File: src/rtl/crs_pkg.sv
package crs_pkg;
  typedef enum logic {
    RD_AFTER_CONV  = 1'b0,
    RD_DURING_CONV = 1'b1
  } read_mode_e;
endpackage

File: src/rtl/crs_sync.sv
// Multi-bit flop chain bringing asynchronous pins into the clk domain.
module crs_sync #(
  parameter int              WIDTH     = 1,
  parameter int              STAGES    = 2,
  parameter logic [WIDTH-1:0] RESET_VAL = '0
) (
  input  logic             clk,
  input  logic             rst,
  input  logic [WIDTH-1:0] d,
  output logic [WIDTH-1:0] q
);
  logic [STAGES-1:0][WIDTH-1:0] chain;

  generate
    if (STAGES == 1) begin : g_single
      always_ff @(posedge clk) begin
        if (rst) chain <= RESET_VAL;
        else     chain <= d;
      end
    end else begin : g_multi
      always_ff @(posedge clk) begin
        if (rst) chain <= {STAGES{RESET_VAL}};
        else     chain <= {chain[STAGES-2:0], d};
      end
    end
  endgenerate

  assign q = chain[STAGES-1];
endmodule

File: src/rtl/crs_ctrl.sv
// Edge detection, gating, bit counting and load/error decisions.
module crs_ctrl
  import crs_pkg::*;
#(
  parameter int DATA_W = 16,
  localparam int CNT_W = $clog2(DATA_W + 1)
) (
  input  logic       clk,
  input  logic       rst,
  input  logic       sclk_s,
  input  logic       cs_n_s,
  input  logic       rd_n_s,
  input  logic       busy_s,
  input  read_mode_e mode_s,
  output logic       shift_o,
  output logic       capture_o,
  output logic       load_o,
  output logic       err_o,
  output logic       chain_en_o
);
  localparam logic [CNT_W-1:0] FULL = CNT_W'(DATA_W);
  localparam logic [CNT_W-1:0] ONE  = CNT_W'(1);

  logic             sclk_q, busy_q, cs_n_q;
  logic [CNT_W-1:0] cnt;
  logic             after_mode;
  logic             sclk_rise, sclk_fall, busy_fall, cs_rise;
  logic             phase_ok, gate, in_progress;

  assign after_mode = (mode_s == RD_AFTER_CONV);
  assign sclk_rise  = sclk_s & ~sclk_q;
  assign sclk_fall  = ~sclk_s & sclk_q;
  assign busy_fall  = ~busy_s & busy_q;
  assign cs_rise    = cs_n_s & ~cs_n_q;

  // mode 0 reads in the idle phase, mode 1 during the conversion
  assign phase_ok    = after_mode ? ~busy_s : busy_s;
  assign gate        = ~cs_n_s & ~rd_n_s & phase_ok;
  assign in_progress = (cnt != '0) && (cnt < FULL);

  always_comb begin
    shift_o    = gate & sclk_fall;
    capture_o  = gate & sclk_rise & after_mode;
    chain_en_o = after_mode;
    load_o     = busy_fall & (~in_progress | ~after_mode);
    err_o      = busy_fall & in_progress & ~after_mode;
  end

  always_ff @(posedge clk) begin
    if (rst) begin
      sclk_q <= 1'b0;
      busy_q <= 1'b0;
      cs_n_q <= 1'b1;
      cnt    <= '0;
    end else begin
      sclk_q <= sclk_s;
      busy_q <= busy_s;
      cs_n_q <= cs_n_s;
      if (load_o)                     cnt <= '0;
      else if (after_mode && cs_rise) cnt <= '0;
      else if (shift_o && cnt != FULL) cnt <= cnt + ONE;
    end
  end
endmodule

File: src/rtl/crs_shifter.sv
// Result shift register with daisy-chain capture bit and registered output.
module crs_shifter #(
  parameter int DATA_W = 16
) (
  input  logic              clk,
  input  logic              rst,
  input  logic              load_i,
  input  logic              shift_i,
  input  logic              capture_i,
  input  logic              chain_en_i,
  input  logic [DATA_W-1:0] word_i,
  input  logic              sdin_i,
  output logic              sdout_o
);
  logic [DATA_W-1:0] sreg;
  logic              cap_q;
  logic              fill;

  assign fill = chain_en_i & cap_q;

  always_ff @(posedge clk) begin
    if (rst) begin
      sreg    <= '0;
      cap_q   <= 1'b0;
      sdout_o <= 1'b0;
    end else begin
      if (load_i) begin
        sreg  <= word_i;
        cap_q <= 1'b0;
      end else begin
        if (shift_i)   sreg  <= {sreg[DATA_W-2:0], fill};
        if (capture_i) cap_q <= sdin_i;
      end
      sdout_o <= sreg[DATA_W-1];
    end
  end
endmodule

File: src/rtl/conv_result_serializer.sv
module conv_result_serializer
  import crs_pkg::*;
#(
  parameter int DATA_W      = 16,
  parameter int SYNC_STAGES = 2
) (
  input  logic              clk,
  input  logic              rst,
  input  logic              sclk,
  input  logic              cs_n,
  input  logic              rd_n,
  input  logic              busy,
  input  logic              sdin,
  input  logic              mode,
  input  logic [DATA_W-1:0] result,
  output logic              sdout,
  output logic              rderror
);
  localparam int         NPINS    = 6;
  localparam logic [5:0] PIN_RST  = 6'b000110; // rd_n and cs_n rest high

  logic [NPINS-1:0] pins_raw, pins_s;
  logic             sclk_s, cs_n_s, rd_n_s, busy_s, sdin_s;
  read_mode_e       mode_s;
  logic             shift_w, capture_w, load_w, err_w, chain_en_w;

  assign pins_raw = {mode, sdin, busy, rd_n, cs_n, sclk};

  crs_sync #(.WIDTH(NPINS), .STAGES(SYNC_STAGES), .RESET_VAL(PIN_RST)) u_sync (
    .clk (clk),
    .rst (rst),
    .d   (pins_raw),
    .q   (pins_s)
  );

  assign sclk_s = pins_s[0];
  assign cs_n_s = pins_s[1];
  assign rd_n_s = pins_s[2];
  assign busy_s = pins_s[3];
  assign sdin_s = pins_s[4];
  assign mode_s = read_mode_e'(pins_s[5]);

  crs_ctrl #(.DATA_W(DATA_W)) u_ctrl (
    .clk        (clk),
    .rst        (rst),
    .sclk_s     (sclk_s),
    .cs_n_s     (cs_n_s),
    .rd_n_s     (rd_n_s),
    .busy_s     (busy_s),
    .mode_s     (mode_s),
    .shift_o    (shift_w),
    .capture_o  (capture_w),
    .load_o     (load_w),
    .err_o      (err_w),
    .chain_en_o (chain_en_w)
  );

  crs_shifter #(.DATA_W(DATA_W)) u_shift (
    .clk        (clk),
    .rst        (rst),
    .load_i     (load_w),
    .shift_i    (shift_w),
    .capture_i  (capture_w),
    .chain_en_i (chain_en_w),
    .word_i     (result),
    .sdin_i     (sdin_s),
    .sdout_o    (sdout)
  );

  always_ff @(posedge clk) begin
    if (rst) rderror <= 1'b0;
    else     rderror <= err_w;
  end
endmodule

File: config.mk
export PLATFORM = sky130hd
export DESIGN_NAME = conv_result_serializer
export DESIGN_NICKNAME = d
export VERILOG_FILES = /design/src/rtl/crs_pkg.sv /design/src/rtl/crs_sync.sv /design/src/rtl/crs_ctrl.sv /design/src/rtl/crs_shifter.sv /design/src/rtl/conv_result_serializer.sv
export SDC_FILE = /design/constraint.sdc
export NUM_CORES = 1
export LEC_CHECK = 0
export BUFFER_PORTS_ARGS = -buffer_cell sky130_fd_sc_hd__buf_2
export CAP_MARGIN = 25
export CORE_MARGIN = 2
export CORE_UTILIZATION = 35
export CTS_BUF_LIST = sky130_fd_sc_hd__clkbuf_2 sky130_fd_sc_hd__clkbuf_4 sky130_fd_sc_hd__clkbuf_8
export CTS_CLUSTER_SIZE = 10
export DETAILED_ROUTE_END_ITERATION = 16
export GPL_ROUTABILITY_DRIVEN = 0
export PLACE_DENSITY = 0.52
export REMOVE_ABC_BUFFERS = 1
export SLEW_MARGIN = 20
export SYNTH_ARGS = -nofsm -noshare
export SYNTH_HDL_FRONTEND = slang
export SYNTH_SLANG_ARGS = --single-unit
File: constraint.sdc
create_clock -name clk -period 4.4 [get_ports clk]
set_clock_uncertainty 0.1 [all_clocks]
set_input_delay 0 -clock clk [delete_from_list [all_inputs] [get_ports clk]]
set_output_delay 0 -clock clk [all_outputs]
set_load 0.05 [all_outputs]
==> reports/metrics.cfg <==
[synth]
synth_area_um2=1510
synth.area.mux_share_pct=1.32
synthSimpleGateAreaFrac_pct=23.3
synth_edf_count=0
synth_top_family_by_area=simple AND/OR/NAND/NOR gates
netlist_instances=166
ys_ff_latch=39
synth_xor_area_share_pct=2.81
syn_avg_cell_area_um2=9.12
yosysSeqAreaShare_pct=51.6
synthAdderAreaFrac_pct=1.65
synth_cell_types=32
synth_compound_area_share_pct=15.0
yosys_most_used_dff=dfxtp_1
ys_warn_count=0
async_reset_ff_share_pct=0

[worst_setup_path]
rrSetupSlack_ns=1.92
worstPathArrival_ns=2.62
cp-start-kind=register
critPathCaptureType=register
critPathRequiredTime_ns=4.54
r2r_end=u_shift.sreg[0]$_SDFFE_PP0P_
critPathKind=reg -> reg
reg2reg_depth=8
crit_path_max_fanout=21
reg2reg_from=u_ctrl.cnt[0]$_SDFFE_PP0P_
critPathLaunch=u_ctrl.cnt[0]$_SDFFE_PP0P_

[clock_network]
insertion_delay_ns=0.29
cts_root_buffer=clkbuf_8
cts_setup_buffers=0
clk_pin_slew_ns=0.08
cts_tree=yes
clockBufferDepth=2
cts_buffers=5
ctsResizeCount=0
clock-sinks=39
h-tree-depth=2

[die]
die_area_um2=4870
coreArea_um2=4090
fp.dieH_um=69.8
die_w_um=69.8
std_cell_rows=23
io_pins=26
initial_utilization_pct=37.0

[power]
ir_drop_v=0.000185
p_leak_uw=0.000776
power_density_nw_per_um2=324

[global_route]
first_global_vias=1307
grt_pass1_wl_um=5530
grt_antenna_before_repair=0
grt_max_degree=33
track_usage_pct=13.9
overflow=0

[final_layout]
diodes=0
multi_input_area_um2=682
area_delta_synth_final_pct=35.5
fin_nets=245
seq_area_um2=781
drive_gt1_share_pct=20.1
nFillCells=378
final_cells=269

[placement]
dp.cells=233
dp_hpwl_um=1900
io_buffers=25

[status]
status=complete, no violations

[timing]
tns_ns=0
slew_headroom_pct=57.7
period_share_pct=56.3
setup_viol=0
rsz0062_at_grt=false
max_freq_mhz=403
worst_pin_slew_ns=0.625
hold_viol_final=0
slew_viol_final=0
finalCriticalPeriod_ns=2.48

[job]
maxCapViolCount=0

[drt]
final_antenna_net_count=0
wl_per_cell_um=11.5
drtIter0Drc=78
num_vias=1299
drc=0
vias_per_cell=4.83
drt_first_pass_iters=6
routed_wl_um=3090

[hold_path]
holdPathEnd=u_sync.q[2]$_SDFF_PP1_
hold_path.class=reg -> reg
min_delay_path_depth=1
worstHoldStart=u_sync.chain[2]$_SDFF_PP1_

==> power breakdown <==
group | total, uW | internal, uW | switching [uW]
Sequential | 369 | 364 | 5.21
Clock | 242 | 123 | 119
Combinational | 53.2 | 32.8 | 20.4
Total | 664 | 519 | 145
==> flip-flops by register name (all words and copies together) (netlist names) <==
register         count
u_ctrl.sclk_q        1
u_ctrl.cnt           5
u_shift.sdout_o      1
u_sync.chain         6
u_ctrl.cs_n_q        1
rderror              1
u_shift.sreg        16
u_sync.q             6
u_shift.cap_q        1
u_ctrl.busy_q        1
==> worst max-delay path by stage <==
| stage | end | depth (start not counted) |
|---|---|---|
| floorplan | u_ctrl.cnt[2]$_SDFFE_PP0P_ | 6 |
| global placement | u_ctrl.cnt[2]$_SDFFE_PP0P_ | 6 |
| detailed placement | u_ctrl.cnt[2]$_SDFFE_PP0P_ | 6 |
| CTS | u_shift.sreg[0]$_SDFFE_PP0P_ | 7 |
| global route | u_shift.sreg[0]$_SDFFE_PP0P_ | 8 |
| finish | u_shift.sreg[0]$_SDFFE_PP0P_ | 8 |
==> stage by stage <==
step	cell area [um2]	hold WS, ns	utilization (%)	power, uW	setup slack [ns]
2_1_floorplan	1470	-0.0306	-	394	1.21
3_3_place_gp	1670	0.0836	40.8	410	2.07
3_5_place_dp	1670	0.0845	40.8	411	1.94
4_1_cts	2040	0.312	49.8	673	1.67
5_1_grt	2050	0.330	50.2	696	1.76
6_report	2050	0.310	50.2	664	1.92
==> Yosys cell counts, types with 2 or more instances <==
cell	number	area, um2
dfxtp_1	39	781
nand2_1	32	120
a31oi_1	16	100
o21ai_0	16	80.1
nor2b_1	12	75.1
inv_1	5	18.8
nor2_1	5	18.8
clkbuf_1	4	15.0
nor3_1	4	20.0
or2_2	4	25.0
nand3_1	3	15.0
xnor2_1	3	26.3
buf_6	2	22.5
ha_1	2	25.0
mux2i_1	2	20.0
==> cells in the final DEF, fill, tap and decap left out <==
cell type / count
or4b_4: 1
o31a_1: 1
dlygate4sd3_1: 28
o31ai_4: 1
clkbuf_8: 6
dfxtp_1: 39
a211oi_2: 1
xor2_2: 1
buf_8: 1
inv_1: 5
nor2_4: 1
nand4b_1: 1
clkinv_2: 1
nor2_1: 5
or2_1: 1
a21oi_1: 1
o21ai_1: 1
nor3_1: 4
buf_2: 25
mux2i_1: 2
o311ai_1: 1
nor3b_2: 1
xnor2_1: 3
nor2b_1: 12
or4b_2: 1
and4_1: 1
nand3_1: 3
a31oi_1: 16
o21ai_0: 16
or2_2: 4
ha_1: 2
nand2_1: 32
nand3b_1: 1
==> per-layer routing <==
layer / wire [um] / global-route usage (%) / share of wire (%) / vias to the layer above
li1: - / - / - / 667
met2: 1390 / 22.8 / 45 / 30
met4: 69 / 7.05 / 2.2 / 0
met5: 0 / 0 / 0 / -
met1: 1480 / 16.7 / 48 / 595
met3: 146 / 3.63 / 4.7 / 7
==> worst max-delay path, stage by stage (launching register included) <==
cell           delay [ns]
dfxtp_1              0.40
inv_1                0.06
ha_1                 0.18
nor3b_2              0.19
o31ai_4              0.46
buf_8                0.23
nand3_1              0.09
a31oi_1              0.17
dlygate4sd3_1        0.55
==> cell families (layout without fill, tap and decap cells) <==
kind of cell,after synthesis,in the layout
simple gates,68,68
mux,2,2
compound gates,38,38
flops,39,39
fa+ha+maj,2,2
buf+inv,13,66
xor+xnor,4,4
==> area by class of cell <==
cell class | instances | area share, %
flip-flops and latches | 39 | 38.0
multi-input cells | 114 | 33.2
repair buffers | 54 | 20.5
clock buffers | 6 | 4.02
well taps | 50 | 3.05
inverters | 5 | 0.915
clock inverters | 1 | 0.244
==> what timing repair did <==
item,in CTS,in global routing
hold buffers,28,0
endpoints found under the hold margin,29,0
endpoints found under the setup margin,0,0
No activity file was read; power rests on OpenSTA's default activity.
